<file path="config.mk">
export PLATFORM = sky130hd
export DESIGN_NAME = gated_serial_port
export DESIGN_NICKNAME = d
export VERILOG_FILES = /design/src/rtl/gsp_pkg.sv /design/src/rtl/gsp_sync_edge.sv /design/src/rtl/gsp_tx_shift.sv /design/src/rtl/gsp_rx_shift.sv /design/src/rtl/gated_serial_port.sv
export SDC_FILE = /design/constraint.sdc
export NUM_CORES = 1
export LEC_CHECK = 0
export BUFFER_PORTS_ARGS = -buffer_cell sky130_fd_sc_hd__buf_2
export CAP_MARGIN = 20
export CORE_MARGIN = 3
export CORE_UTILIZATION = 40
export CTS_CLUSTER_SIZE = 10
export DETAILED_ROUTE_END_ITERATION = 10
export GPL_TIMING_DRIVEN = 0
export HOLD_SLACK_MARGIN = 0.02
export SETUP_SLACK_MARGIN = 0.15
export SYNTH_ARGS = -nofsm -noshare
export SYNTH_HDL_FRONTEND = slang
export SYNTH_SLANG_ARGS = --single-unit
</file>
<file path="constraint.sdc">
create_clock -name clk -period 3.4 [get_ports clk]
set_input_delay 0.17 -clock clk [delete_from_list [all_inputs] [get_ports clk]]
set_output_delay 0.17 -clock clk [all_outputs]
set_load 0.01 [all_outputs]
</file>
<file path="src/rtl/gsp_pkg.sv">
package gsp_pkg;
    typedef enum logic [1:0] {
        ST_IDLE,
        ST_INT_REST,
        ST_INT_ACT,
        ST_EXT_RUN
    } gsp_state_e;
endpackage

</file>
<file path="src/rtl/gsp_sync_edge.sv">
module gsp_sync_edge #(
    parameter int STAGES = 2
) (
    input  logic clk,
    input  logic rst_n,
    input  logic async_in,
    input  logic pol,
    output logic lead,
    output logic trail
);
    logic [STAGES:0] chain_q;

    always_ff @(posedge clk or negedge rst_n) begin
        if (!rst_n) chain_q <= '0;
        else        chain_q <= {chain_q[STAGES-1:0], async_in};
    end

    logic moved;
    assign moved = chain_q[STAGES-1] != chain_q[STAGES];
    assign lead  = moved && (chain_q[STAGES-1] != pol);
    assign trail = moved && (chain_q[STAGES-1] == pol);
endmodule

</file>
<file path="src/rtl/gsp_tx_shift.sv">
module gsp_tx_shift #(
    parameter int W = 16
) (
    input  logic         clk,
    input  logic         rst_n,
    input  logic         load,
    input  logic [W-1:0] load_val,
    input  logic         shift_en,
    output logic         bit_o
);
    logic [W-1:0] word_q;

    always_ff @(posedge clk or negedge rst_n) begin
        if (!rst_n) begin
            word_q <= '0;
            bit_o  <= 1'b0;
        end else if (load) begin
            word_q <= load_val;
        end else if (shift_en) begin
            bit_o  <= word_q[W-1];
            word_q <= {word_q[W-2:0], 1'b0};
        end
    end
endmodule

</file>
<file path="src/rtl/gsp_rx_shift.sv">
module gsp_rx_shift #(
    parameter int W = 16
) (
    input  logic         clk,
    input  logic         rst_n,
    input  logic         shift_en,
    input  logic         in_bit,
    output logic [W-1:0] word_o
);
    logic [W-2:0] hist_q;

    assign word_o = {hist_q, in_bit};

    always_ff @(posedge clk or negedge rst_n) begin
        if (!rst_n)        hist_q <= '0;
        else if (shift_en) hist_q <= word_o[W-2:0];
    end
endmodule

</file>
<file path="src/rtl/gated_serial_port.sv">
module gated_serial_port
    import gsp_pkg::*;
#(
    parameter int WORD_W      = 16,
    parameter int DIV_W       = 8,
    parameter int SYNC_STAGES = 2
) (
    input  logic              clk,
    input  logic              rst_n,
    input  logic              cfg_ext,
    input  logic              cfg_pol,
    input  logic [DIV_W-1:0]  cfg_half_div,
    input  logic [WORD_W-1:0] tx_data,
    input  logic              tx_valid,
    output logic              tx_ready,
    output logic [WORD_W-1:0] rx_data,
    output logic              rx_valid,
    output logic              sck_o,
    input  logic              sck_i,
    output logic              sd_o,
    input  logic              sd_i
);
    localparam int CNT_W = $clog2(WORD_W);
    localparam logic [CNT_W-1:0] LAST_IDX = CNT_W'(WORD_W - 1);

    gsp_state_e        state_q, state_d;
    logic              pol_q, ext_q, sck_q, rx_valid_q;
    logic [DIV_W-1:0]  half_q, timer_q, half_eff_m1;
    logic [CNT_W-1:0]  bit_q;
    logic [WORD_W-1:0] rx_data_q, rx_word;
    logic              ext_lead, ext_trail;

    logic accept, timer_done, last_bit, lead_ev, trail_ev;
    assign accept      = tx_valid && (state_q == ST_IDLE);
    assign timer_done  = (timer_q == '0);
    assign last_bit    = (bit_q == LAST_IDX);
    assign half_eff_m1 = (cfg_half_div == '0) ? '0 : cfg_half_div - 1'b1;
    assign lead_ev  = ((state_q == ST_INT_REST) && timer_done) ||
                      ((state_q == ST_EXT_RUN) && ext_lead);
    assign trail_ev = ((state_q == ST_INT_ACT) && timer_done) ||
                      ((state_q == ST_EXT_RUN) && ext_trail);

    gsp_sync_edge #(.STAGES(SYNC_STAGES)) i_sync (
        .clk(clk), .rst_n(rst_n), .async_in(sck_i), .pol(pol_q),
        .lead(ext_lead), .trail(ext_trail)
    );

    gsp_tx_shift #(.W(WORD_W)) i_tx (
        .clk(clk), .rst_n(rst_n), .load(accept), .load_val(tx_data),
        .shift_en(lead_ev), .bit_o(sd_o)
    );

    gsp_rx_shift #(.W(WORD_W)) i_rx (
        .clk(clk), .rst_n(rst_n), .shift_en(trail_ev), .in_bit(sd_i),
        .word_o(rx_word)
    );

    // next-state logic
    always_comb begin
        state_d = state_q;
        unique case (state_q)
            ST_IDLE:     if (accept) state_d = cfg_ext ? ST_EXT_RUN : ST_INT_REST;
            ST_INT_REST: if (timer_done) state_d = ST_INT_ACT;
            ST_INT_ACT:  if (timer_done) state_d = last_bit ? ST_IDLE : ST_INT_REST;
            ST_EXT_RUN:  if (ext_trail && last_bit) state_d = ST_IDLE;
            default:     state_d = ST_IDLE;
        endcase
    end

    // state register
    always_ff @(posedge clk or negedge rst_n) begin
        if (!rst_n) state_q <= ST_IDLE;
        else        state_q <= state_d;
    end

    // outputs and datapath
    always_ff @(posedge clk or negedge rst_n) begin
        if (!rst_n) begin
            pol_q      <= 1'b0;
            ext_q      <= 1'b0;
            half_q     <= '0;
            timer_q    <= '0;
            bit_q      <= '0;
            sck_q      <= 1'b0;
            rx_valid_q <= 1'b0;
            rx_data_q  <= '0;
        end else begin
            rx_valid_q <= 1'b0;
            unique case (state_q)
                ST_IDLE: begin
                    sck_q <= cfg_pol;
                    if (accept) begin
                        pol_q   <= cfg_pol;
                        ext_q   <= cfg_ext;
                        half_q  <= half_eff_m1;
                        timer_q <= half_eff_m1;
                        bit_q   <= '0;
                    end
                end
                ST_INT_REST: begin
                    if (timer_done) begin
                        sck_q   <= ~pol_q;
                        timer_q <= half_q;
                    end else begin
                        timer_q <= timer_q - 1'b1;
                    end
                end
                ST_INT_ACT: begin
                    if (timer_done) begin
                        sck_q   <= pol_q;
                        timer_q <= half_q;
                    end else begin
                        timer_q <= timer_q - 1'b1;
                    end
                end
                ST_EXT_RUN: begin
                end
                default: begin
                end
            endcase
            if (trail_ev) begin
                bit_q <= bit_q + 1'b1;
                if (last_bit) begin
                    rx_valid_q <= 1'b1;
                    rx_data_q  <= rx_word;
                end
            end
        end
    end

    assign tx_ready = (state_q == ST_IDLE);
    assign sck_o    = sck_q;
    assign rx_valid = rx_valid_q;
    assign rx_data  = rx_data_q;
endmodule

</file>
---- Yosys cells after proc, flatten, opt, wreduce, memory -nomap -nowiden ----
Index checks and enable logic that the tools add are counted.
W data, S select, Z words.
storage, ports and cells
  flip-flop bits (word level) ............. 76
  output and inout port bits .............. 20
  logic and storage cells ................. 75
operators by class
  add/subtract/negate cells ............... 3
  eq/ne operators ......................... 11
  muxes and demuxes ....................... 21
  bitwise gates (word level) .............. 2
  reduce and logical (&&, ||, !) cells .... 26
operators with widths
  cell                   count
  $mux W16               2
  $mux W8                3
  $logic_not A8 Y1       2
  $pmux W8 S2            1
  $sub A8 B1 Y8 const B  2
  $mux W4                3
  $mux W2                5
  $reduce_and A2 Y1      5
  $logic_and A1 B1 Y1    8
  $pmux W2 S4            1
  $reduce_bool A2 Y1     4
  $mux W1                5
  $add A4 B1 Y4 const B  1
  $eq A2 B2 Y1 const B   2
  $eq A4 B4 Y1 const B   1
  $ne A2 B1 Y1 const B   2
  $ne A2 B2 Y1 const B   2
  $reduce_and A4 Y1      1
  $pmux W1 S3            1
  $reduce_and A3 Y1      1
  $reduce_bool A3 Y1     1
  $eq A2 B1 Y1 const B   1
  $logic_not A2 Y1       1
  $logic_or A1 B1 Y1     2
  4 further kinds        6

---- Depth between registers and ports, before layout ----
  word-level depth ........................ 6
  mapped depth ............................ 11
  depth with buffers taken out ............ 7

---- Cells and area by module ----
From an unflattened synthesis, not the netlist that was laid out.
second synthesis, totals
  cells, all modules ...................... 325
  area total of the unflattened synthesis .. 3783.6 µm²
modules (own cells, without submodules)
  module             times used  cells each  area each (µm²)  seq. area each (µm²)
  gated_serial_port  1           213         2269.7           1026.0
  gsp_tx_shift       1           72          784.5            425.4
  gsp_rx_shift       1           33          620.6            375.4
  gsp_sync_edge      1           7           108.9            75.1

---- Worst setup path before layout ----
Ideal clock, no wire load.
  path kind ............................... reg-to-reg
  start point ............................. reg timer_q[0]
  end point ............................... reg rx_data_q[10] (netlist: rx_data[10])
  arrival time ............................ 2271 ps
  required time ........................... 3275 ps
  setup slack ............................. 1004 ps
  stages on the path, launching flop included .. 11
  path buffers ............................ 3
  cell sequence ........................... dfrtp_1 -> inv_1 -> ha_1 -> or4b_1 -> buf_2 -> nor2b_4 -> buf_6 -> a22oi_2 -> nor2_4 -> buf_6 -> mux2_2
on the way
  word-level cells in the longest chain between the ends .. 4
RTL lines
  element                      line                      source
  from (decl)                  gated_serial_port.sv:28   logic [DIV_W-1:0] half_q, timer_q, half_eff_m1;
  from (signal assigned)       gated_serial_port.sv:96   timer_q <= half_eff_m1;
  from (signal assigned)       gated_serial_port.sv:103  timer_q <= half_q;
  from (signal assigned)       gated_serial_port.sv:105  timer_q <= timer_q - 1'b1;
  $logic_not A8 Y1             gated_serial_port.sv:35   assign timer_done = (timer_q == '0);
  $logic_and A1 B1 Y1          gated_serial_port.sv:40   assign trail_ev = ((state_q == ST_INT_ACT) && timer_done) ||
  $logic_or A1 B1 Y1           gated_serial_port.sv:40
  $reduce_and A2 Y1 (no line)  n/a
  to (signal assigned)         gated_serial_port.sv:125  rx_data_q <= rx_word;
  to (decl)                    gated_serial_port.sv:30   logic [WORD_W-1:0] rx_data_q, rx_word;
No other way between the ends.
A chain may end at the register's enable or synchronous reset.

---- Final worst setup path ----
  start point ............................. reg timer_q[0]
  end point ............................... reg rx_data_q[11] (netlist: rx_data[11])
Same word-level chain as after synthesis.

==> metrics.txt <==
crit path DAT=2.91 ns; asr flop ratio synth=100.0%; Worst-Skew Late Latency=0.35 ns; Slew HR=56.79%; HP Class=input pin to register; All-Layer GR Usage=15.08%; CP Max Fanout=10; VDD IR-drop max=0.2525 mV; xor-xnor portion of the synthesized cell area=1.193%; cts hold-fix bufs=2; most used cell, CP=buf_6; DIE WIDTH=101.8 um; share of cells above drive strength 1=34.63%; Synth cell types=48; max-slew violations=0; CTS Buf Count=9; peak per-stage delay on the critical path=0.43 ns; DR iter-0 viols=119; Critical Path Stages=10; # fillers=822; Mapped Area=3670 um2; #FFs+latches synth=76; sequential fraction of the synthesis area=51.82%; n_diodes=0; final hold violation count=0; # clock sinks=76; total global routing overflow=0; wire per inst=14.57 um; Post-Route WL=7210 um; Root Driver=clkbuf_8; H-tree levels=3; hold path depth=3; adder-cell area share of the yosys netlist=3.069%; Syn Nets=359; Critical Path End Type=register; CP top delay family=simple AND/OR/NAND/NOR gates; Pre-Repair DR Iteration Count=4; cell breakdown of the critical path=inv_1 -> ha_1 -> or4b_1 -> buf_2 -> nor2b_4 -> buf_6 -> a22oi_2 -> nor2_4 -> buf_6 -> mux2_2; IO Port Bufs=50; outcome=finished, final reports clean; Worst EP required=3.63 ns; Max-cap violations=0; power consumption=0.003184 W; Starting Density=41.67%; Post-Route Setup TNS=0 ns; Synthesis Warnings=0; post-synthesis simple-gate area fraction=12.72%; clock transition at the registers of the reported paths=0.08 ns; crit share post-route=78.78%; DIE HEIGHT=101.8 um; post_cts resized=0; dpl hpwl=5247 um; Mapped Avg Cell Area=11.50 um2; Longest Clk Path Bufs=2; fin nets=423; R2R depth=10; # setup viols final=0; skew final=0.008009 ns; total number of vias=2626; Slew @ Worst Pin=0.6482 ns; Final Critical Period=2.679 ns; Crit-path slowest cell=dfrtp_1; largest family of logic cells by synthesized area=compound AO/OA/AOI/OAI gates; DRC violations left=0; antenna-violating nets left=0; pwr/cell area=742.9 nW/um2; CP startpoint kind=register; area fraction in compound gates after synthesis=14.66%; I/O pin cnt=51; vias in the first global route=2662; multiplexer share of the synthesized area=11.86%; Post-synth EDFFs=0; initial antenna violation count=0; Placeable Area=8806 um2; f_max=373.3 MHz; critical path type=register to register; wire length of the first global-routing pass=12450 um; post-CTS setup buffer count=0; CTS tree=built; final core utilization=48.66%; largest net degree at the start of global routing=40; Die Area=10360 um2; Most used DFF post-synth=dfrtp_1; RSZ-0062 raised after global routing=false; Placer Congestion=0.7976; Rows=34; vias per inst=5.305; Leak Pwr=2.095 nW; Post-Synthesis Cells=319; area grow syn2layout=16.77%; CP bufs+invs=4
-- cell type report --
| class | count | area, um2 | area share [%] |
|---|---|---|---|
| tap | 108 | 135.1 | 3.153 |
| buffer | 18 | 126.4 | 2.949 |
| multi-input combinational | 213 | 1597 | 37.26 |
| clock buffer | 9 | 123.9 | 2.891 |
| clock inverter | 6 | 63.81 | 1.489 |
| timing repair buffer | 53 | 292.8 | 6.832 |
| sequential | 76 | 1902 | 44.38 |
| inverter | 12 | 45.04 | 1.051 |
-- worst min-delay path: stages --
cell and delay, ns:
buf_2 0.09, nand2_1 0.04, nand2_1 0.05
-- path summary, 6_finish.rpt --
check	from	endpoint	slack, ns
max	timer_q[0]$_DFFE_PN0P_	rx_data[11]$_DFFE_PN0P_	0.72
min	cfg_pol	pol_q$_DFFE_PN0P_	0.04
max reg2reg	timer_q[0]$_DFFE_PN0P_	rx_data[11]$_DFFE_PN0P_	0.72
min reg2reg	i_sync.chain_q[0]$_DFF_PN0_	i_sync.chain_q[1]$_DFF_PN0_	0.36
max in group asynchronous	rst_n	i_rx.hist_q[9]$_DFFE_PN0P_	2.50
min in group asynchronous	rst_n	i_tx.bit_o$_DFFE_PN0P_	0.33
-- where the power goes --
group / internal [W] / switching, W
Sequential: 0.00115 / 0.000166
Clock: 0.000335 / 0.000332
Combinational: 0.000562 / 0.000637
Total: 0.00205 / 0.00113
-- cells in the final DEF, fill, tap and decap left out, types with 3 or more instances in the layout --
cell | netlist | layout
mux2i_1 | 3 | 3
nor4_1 | 5 | 5
nor3_1 | 8 | 8
xnor2_1 | 4 | 4
a221o_2 | 15 | 15
clkbuf_8 | 0 | 9
buf_6 | 5 | 5
nand3_1 | 6 | 6
a21oi_1 | 15 | 15
nor2b_1 | 3 | 3
buf_4 | 2 | 3
mux2_2 | 36 | 36
o22ai_1 | 4 | 4
buf_2 | 2 | 51
inv_1 | 12 | 12
dfrtp_1 | 76 | 76
nor2_1 | 13 | 13
clkbuf_1 | 8 | 8
nand2_1 | 21 | 21
and3_1 | 15 | 15
ha_1 | 9 | 9
o21ai_0 | 21 | 21
nor3b_1 | 3 | 3
-- logic make-up after synthesis --
kind of cell             Yosys count
flip-flops                        76
AO/OA/AOI/OAI                     74
AND/OR/NAND/NOR                   86
buffers and inverters             30
XOR/XNOR                           5
multiplexers                      39
adder cells (fa/ha/maj)            9
-- sequential cells by signal, summed over array words and instances, names as in the netlist, 2 cells and up --
signal,count
i_tx.word_q,16
rx_data,16
i_rx.hist_q,15
half_q,8
timer_q,8
bit_q,4
i_sync.chain_q,3
state_q,2
-- through the flow --
| stage | area [um2] | hold WS (ns) | setup WS, ns | cells |
|---|---|---|---|---|
| after floorplan | 3670 | -0.1256 | 1.004 | 319 |
| after global placement | 4055 | 0.2913 | 0.7471 | 477 |
| after detailed placement | 4078 | 0.1819 | 0.7234 | 478 |
| after CTS | 4285 | 0.02726 | 0.7036 | 495 |
| after global routing | 4285 | 0.04935 | 0.5397 | 495 |
| final | 4285 | 0.03818 | 0.7214 | 495 |
-- layer usage --
layer  track usage, %  vias up  part of all wire (%)
li1                 -     1292                     -
met5                0        -                     0
met4            4.908        0                   1.2
met1            20.35     1277                    48
met2            24.60       48                    47
met3            2.755        9                   4.0
-- cells in the mapped netlist (2+ instances only) --
cell type  instances  area [um2]
dfrtp_1           76        1902
mux2_2            36       405.4
nand2_1           21       78.83
o21ai_0           21       105.1
a21oi_1           15       75.07
a221o_2           15       168.9
and3_1            15       93.84
nor2_1            13       48.80
inv_1             12       45.04
ha_1               9       112.6
clkbuf_1           8       30.03
nor3_1             8       40.04
nand3_1            6       30.03
buf_6              5       56.30
nor4_1             5       31.28
o22ai_1            4       25.02
xnor2_1            4       35.03
mux2i_1            3       30.03
nor2b_1            3       18.77
nor3b_1            3       22.52
a21o_1             2       15.01
a22oi_1            2       15.01
a31oi_1            2       12.51
and2_1             2       12.51
buf_2              2       10.01
buf_4              2       15.01
o211ai_1           2       15.01
o21a_1             2       15.01
o22a_1             2       17.52
Note: power is estimated with default switching activity, not from simulation.
